### src/rtl/fwf_pkg.sv
package fwf_pkg;

    typedef enum logic [1:0] {
        SEL_XFORM = 2'd0,
        SEL_ROW   = 2'd1,
        SEL_COL   = 2'd2,
        SEL_SKIP  = 2'd3
    } sel_e;

    typedef enum logic [1:0] {
        MODE_PLAIN  = 2'd0,
        MODE_OFFSET = 2'd1,
        MODE_ACCUM  = 2'd2,
        MODE_RSVD   = 2'd3
    } mode_e;

    localparam int unsigned NLANE     = 4;
    localparam int unsigned LANE_W    = 2;
    localparam int unsigned MASK_W    = 32;
    localparam logic [7:0]  PASS_BITS = 8'h6F;

endpackage

### src/rtl/fwf_sel_decode.sv
module fwf_sel_decode
    import fwf_pkg::*;
#(
    parameter int unsigned CYC_W = 3
) (
    input  logic [MASK_W-1:0] mask_word,
    input  logic              mask_en,
    input  logic [LANE_W-1:0] comp,
    input  logic [CYC_W-1:0]  cycle,
    output sel_e              sel,
    output logic [1:0]        byte_idx
);
    localparam logic [CYC_W-1:0] LAST_CYC = CYC_W'(3);

    logic [4:0] bit_base;
    logic [1:0] field;

    always_comb begin
        if (cycle >= LAST_CYC) begin
            byte_idx = 2'd3;
        end else begin
            byte_idx = cycle[1:0];
        end
        bit_base = {byte_idx, comp, 1'b0};
        field    = mask_word[bit_base +: 2];
        sel      = mask_en ? sel_e'(field) : SEL_XFORM;
    end

endmodule

### src/rtl/fwf_reg_bank.sv
module fwf_reg_bank #(
    parameter int unsigned DW   = 32,
    parameter int unsigned NENT = 4
) (
    input  logic                    clk,
    input  logic                    rst_n,
    input  logic                    wr_en,
    input  logic [$clog2(NENT)-1:0] wr_idx,
    input  logic [DW-1:0]           wr_data,
    input  logic                    acc_en,
    input  logic [$clog2(NENT)-1:0] acc_idx,
    input  logic [DW-1:0]           acc_val,
    input  logic [$clog2(NENT)-1:0] rd_idx,
    output logic [DW-1:0]           rd_data
);
    localparam int unsigned IDX_W = $clog2(NENT);

    logic [DW-1:0] ent_q [NENT];

    always_ff @(posedge clk or negedge rst_n) begin
        if (!rst_n) begin
            for (int i = 0; i < NENT; i++) begin
                ent_q[i] <= '0;
            end
        end else begin
            for (int i = 0; i < NENT; i++) begin
                if (wr_en && wr_idx == IDX_W'(i)) begin
                    ent_q[i] <= wr_data;
                end else if (acc_en && acc_idx == IDX_W'(i)) begin
                    ent_q[i] <= ent_q[i] + acc_val;
                end
            end
        end
    end

    assign rd_data = ent_q[rd_idx];

    generate
        for (genvar g = 0; g < NENT; g++) begin : g_chk
            assert_wr_wins_R13: assert property (@(posedge clk) disable iff (!rst_n)
                (wr_en && wr_idx == IDX_W'(g)) |=> (ent_q[g] == $past(wr_data)));

            assert_idle_hold_R12: assert property (@(posedge clk) disable iff (!rst_n)
                (!(wr_en && wr_idx == IDX_W'(g)) && !(acc_en && acc_idx == IDX_W'(g)))
                |=> $stable(ent_q[g]));
        end
    endgenerate

endmodule

### src/rtl/fwf_write_filter.sv
module fwf_write_filter
    import fwf_pkg::*;
#(
    parameter int unsigned DW    = 32,
    parameter int unsigned CYC_W = 3
) (
    input  logic              clk,
    input  logic              rst_n,
    input  logic              in_valid,
    input  logic [DW-1:0]     in_data,
    input  logic [1:0]        in_comp,
    input  logic [CYC_W-1:0]  in_cycle,
    input  logic [31:0]       mask_word,
    input  logic              mask_en,
    input  logic [1:0]        add_mode,
    input  logic [7:0]        cmd_byte,
    input  logic              reg_we,
    input  logic              reg_bank,
    input  logic [1:0]        reg_idx,
    input  logic [DW-1:0]     reg_wdata,
    output logic [DW-1:0]     out_data,
    output logic              out_strobe
);
    sel_e          sel;
    logic [1:0]    col_idx;
    logic [DW-1:0] row_rd;
    logic [DW-1:0] col_rd;
    logic [DW-1:0] xform;
    logic [DW-1:0] result;
    logic          passthru;
    logic          acc_go;
    logic          wr_fire;

    fwf_sel_decode #(.CYC_W(CYC_W)) u_dec (
        .mask_word (mask_word),
        .mask_en   (mask_en),
        .comp      (in_comp),
        .cycle     (in_cycle),
        .sel       (sel),
        .byte_idx  (col_idx)
    );

    fwf_reg_bank #(.DW(DW), .NENT(NLANE)) u_rows (
        .clk     (clk),
        .rst_n   (rst_n),
        .wr_en   (reg_we && !reg_bank),
        .wr_idx  (reg_idx),
        .wr_data (reg_wdata),
        .acc_en  (acc_go),
        .acc_idx (in_comp),
        .acc_val (in_data),
        .rd_idx  (in_comp),
        .rd_data (row_rd)
    );

    fwf_reg_bank #(.DW(DW), .NENT(NLANE)) u_cols (
        .clk     (clk),
        .rst_n   (rst_n),
        .wr_en   (reg_we && reg_bank),
        .wr_idx  (reg_idx),
        .wr_data (reg_wdata),
        .acc_en  (1'b0),
        .acc_idx (2'd0),
        .acc_val ({DW{1'b0}}),
        .rd_idx  (col_idx),
        .rd_data (col_rd)
    );

    assign passthru = ((cmd_byte & PASS_BITS) == PASS_BITS);

    // Mode transform for selector 0
    always_comb begin
        xform  = in_data;
        acc_go = 1'b0;
        if (!passthru) begin
            case (mode_e'(add_mode))
                MODE_OFFSET: xform = in_data + row_rd;
                MODE_ACCUM: begin
                    xform  = in_data + row_rd;
                    acc_go = in_valid && (sel == SEL_XFORM);
                end
                default: xform = in_data;
            endcase
        end
    end

    // Source select
    always_comb begin
        unique case (sel)
            SEL_XFORM: result = xform;
            SEL_ROW:   result = row_rd;
            SEL_COL:   result = col_rd;
            SEL_SKIP:  result = out_data;
        endcase
    end

    assign wr_fire = in_valid && (sel != SEL_SKIP);

    always_ff @(posedge clk or negedge rst_n) begin
        if (!rst_n) begin
            out_strobe <= 1'b0;
            out_data   <= '0;
        end else begin
            out_strobe <= wr_fire;
            if (wr_fire) begin
                out_data <= result;
            end
        end
    end

    assert_no_strobe_idle_R2: assert property (@(posedge clk) disable iff (!rst_n)
        !in_valid |=> (!out_strobe && $stable(out_data)));

    assert_unmasked_writes_R3: assert property (@(posedge clk) disable iff (!rst_n)
        (in_valid && !mask_en) |=> out_strobe);

    assert_skip_holds_R7: assert property (@(posedge clk) disable iff (!rst_n)
        (in_valid && sel == SEL_SKIP) |=> (!out_strobe && $stable(out_data)));

    assert_pass_raw_R11: assert property (@(posedge clk) disable iff (!rst_n)
        (in_valid && passthru && sel == SEL_XFORM) |=> (out_data == $past(in_data)));

endmodule

### config.mk
export PLATFORM = sky130hd
export DESIGN_NAME = fwf_write_filter
export DESIGN_NICKNAME = d
export VERILOG_FILES = /design/src/rtl/fwf_pkg.sv /design/src/rtl/fwf_sel_decode.sv /design/src/rtl/fwf_reg_bank.sv /design/src/rtl/fwf_write_filter.sv
export SDC_FILE = /design/constraint.sdc
export NUM_CORES = 1
export LEC_CHECK = 0
export BUFFER_PORTS_ARGS = -buffer_cell sky130_fd_sc_hd__buf_2
export CORE_UTILIZATION = 36
export CTS_CLUSTER_SIZE = 14
export DETAILED_ROUTE_END_ITERATION = 10
export HOLD_SLACK_MARGIN = 0.03
export PLACE_DENSITY = 0.57
export SLEW_MARGIN = 10
export SYNTH_ARGS = -nofsm -noshare
export SYNTH_HDL_FRONTEND = slang
export SYNTH_SLANG_ARGS = --single-unit
### constraint.sdc
create_clock -name clk -period 4.5 [get_ports clk]
set_input_delay 0.675 -clock clk [delete_from_list [all_inputs] [get_ports clk]]
set_output_delay 0.675 -clock clk [all_outputs]
set_load 0.02 [all_outputs]
==> run metrics <==
sequential element share of the synthesized area=32.8%; cell count after synthesis=2,382; number of warnings issued by yosys=0; Final HPWL DP=55,300 µm; critical path required time=4.93 ns; kind of cell with the highest combined delay on the critical path=compound AO/OA/AOI/OAI gates; fin crit period=3.96 ns; # Post-CTS Setup Buffers=0; vias in the first global route=18,300; die outline area=62,300 µm²; Worst Tran Pin Value=0.997 ns; buffer and inverter count on the worst path=0; final max-slew violation count=0; fill cell instance count of the final layout=5,887; unrepaired setup endpoints after global routing=false; data arrival time at the worst-slack endpoint=4.39 ns; status=finished clean; worst relative slew slack=33.5%; clock skew after layout=0.0180 ns; startpoint kind of the worst setup timing path=register; number of nets in the synthesized netlist=2,666; highest clock frequency the design can meet=0.252 GHz; share of the cycle needed by the critical path after routing=88.0%; RePlAce Congestion=0.925; Port Buffer Count=149; number of max-cap violations=0; CTS max path bufs=3; global-route wire length before repair=108,000 µm; CP Capture Type=register; mean instance size in the synthesized netlist=9.27 µm²; leading cell type in the layout, fill and taps excluded=dfrtp_1; post-route antenna net violation count=0; number of antenna violations at the first check in global routing=6; number of enable-type register cells in the synthesized netlist=0; r2r setup slk=0.54 ns; total power divided by cell area=502 nW/µm²; Chip Height=250 µm; average wire per standard cell=21.2 µm; final hold slack=0.148 ns; routed via count=19,000; First DRT Iteration DRCs=1,508; Placement Rows=90; H-tree depth=2; Layout Nets=2,798; share of final-layout standard cells stronger than drive strength 1=20.2%; count of distinct cell types in the synthesized netlist=84; drt via density=5.73; floorplan die width=250 µm; largest net degree at the start of global routing=106; diodes inserted=0; Peak VDD IR=0.000190 V; master cell of the clock root buffer=clkbuf_16; endpoints failing setup=0; Async S/R FF share, synth=100%; category of the critical setup timing path=register to register; CTS tree=done; clock buffer count from CTS=36; maximum cell stage delay along the critical path=0.54 ns; signed area change from the synthesized netlist to the final layout=13.9%; Remaining DRCs=0; count of TritonRoute iterations in the first routing pass=5; final hold viol count=0; Std-Cell Core Area=60,500 µm²; dominant synthesized flop cell=dfrtp_1; total grt overflow=0; hold-fix buffers at CTS=0; CP max-delay cell=mux4_2; setup TNS=0 ns; most frequent cells in the layout=289 x dfrtp_1, 278 x nand2_1, 228 x o21ai_0, 228 x a21oi_1, 160 x nor2_1; area share of the leading cell type in the synthesized netlist=32.8%; ordered list of cells on the worst path=mux4_2 > ha_1 > a21o_1 > a21o_1 > a211oi_2 > o2111ai_1 > nand3_2 > nand3_2 > a311o_1 > a21oi_2 > xnor2_1 > mux2_1 > a221o_1; cell type contributing the most total cell area after synthesis=dfrtp_1; clock slew seen by the registers of the worst setup and hold paths=0.06 ns; clock network latency to the later pin of the worst-skew pair=0.56 ns; ranking of synthesized cells by area=dfrtp_1 33%, ha_1 9.1%, mux4_2 7.3%; Initial Util=36.5%; Cell Area, Synth=22,100 µm²; leakage power=11.1 nW; post-synthesis sequential element count=289; Boundary Pins=152; number of sinks on the clock net=289; total global-route track usage=22.4%; cts repair resizes=0; hold crit path type=input port to async pin; highest net fanout along the worst path=4; final wirelength=70,300 µm
-- through the flow --
stage	power (mW)	utilization [%]	area [µm²]	setup slack (ns)	std cells
4_1_cts	12.6	41.6	25200	0.563	3317
6_report	12.6	41.6	25200	0.538	3317
2_1_floorplan	7.82	-	22100	0.0822	2382
5_1_grt	13.5	41.6	25200	0.434	3317
3_3_place_gp	9.32	39.6	23900	0.122	3258
3_5_place_dp	9.48	39.6	23900	0.0947	3258
-- kinds of logic (layout without fill, tap and decap cells) --
| logic type | count (synthesis) | count (layout) | share of synthesized area [%] |
|---|---|---|---|
| DFF | 289 | 289 | 32.8 |
| AOI/OAI and AO/OA | 762 | 762 | 21.2 |
| buffers and inverters | 158 | 311 | 2.98 |
| and+or+nand+nor | 653 | 653 | 13.3 |
| adders and majority gates | 165 | 165 | 9.52 |
| muxes | 234 | 234 | 15.4 |
| xor gates and xnor gates | 121 | 121 | 4.80 |
-- layer usage --
| metal | GRT usage, % | part of all wire [%] |
|---|---|---|
| met5 | 0 | 0.11 |
| met2 | 33.3 | 42 |
| met4 | 5.11 | 2.1 |
| met1 | 33.7 | 49 |
| met3 | 3.65 | 7.0 |
-- layout make-up --
type | count | area, µm² | share of cell area [%]
clock inverters | 13 | 230 | 0.915
flip-flops and latches | 289 | 7230 | 28.7
repair buffers | 216 | 1360 | 5.41
well taps | 782 | 978 | 3.89
inverters | 36 | 135 | 0.537
multi-input cells | 1935 | 14200 | 56.5
clock buffers | 46 | 1000 | 3.98
-- worst register-to-register path, delay by kind of cell (launching register included) --
| kind | cells | cell delay, ns |
|---|---|---|
| flops | 1 | 0.44 |
| fa+ha+maj | 1 | 0.31 |
| simple gates | 2 | 0.30 |
| compound gates | 7 | 1.75 |
| xor+xnor | 1 | 0.13 |
| mux | 2 | 0.89 |
-- worst paths after layout --
path	from	end	cells past startpoint
max reg2reg	u_rows.ent_q[97]	out_data[31]	13
min in group clk	reg_wdata[17]	u_rows.ent_q[81]	3
min	rst_n	out_data[29]	1
max in group asynchronous	rst_n	u_cols.ent_q[68]	2
min reg2reg	out_data[14]	out_data[14]	2
max	u_rows.ent_q[97]	out_data[31]	13
-- synth_stat cells (all sizes together), types with 21 or more instances --
master / number
nor2b: 21
xor2: 41
a211oi: 25
inv: 36
nor3: 35
ha: 160
nand2: 278
mux2i: 29
xnor2: 80
and3: 23
a21o: 85
a21oi: 231
mux4: 72
o21ai: 236
clkbuf: 95
dfrtp: 289
nor2: 162
a31oi: 29
nand3: 47
a22oi: 21
o21a: 22
mux2: 133
buf: 26
-- state kept, by name, indices dropped and copies added, names as in the netlist --
register,count
out_data,32
out_strobe,1
u_cols.ent_q,128
u_rows.ent_q,128
-- power by group --
part / switching, mW / total (mW) / internal, mW / leakage, nW
Combinational: 3.17 / 5.74 / 2.57 / 6.99
Clock: 1.19 / 3.10 / 1.91 / 0.605
Sequential: 0.527 / 3.79 / 3.26 / 3.52
Power figures use the tool's default switching activity.
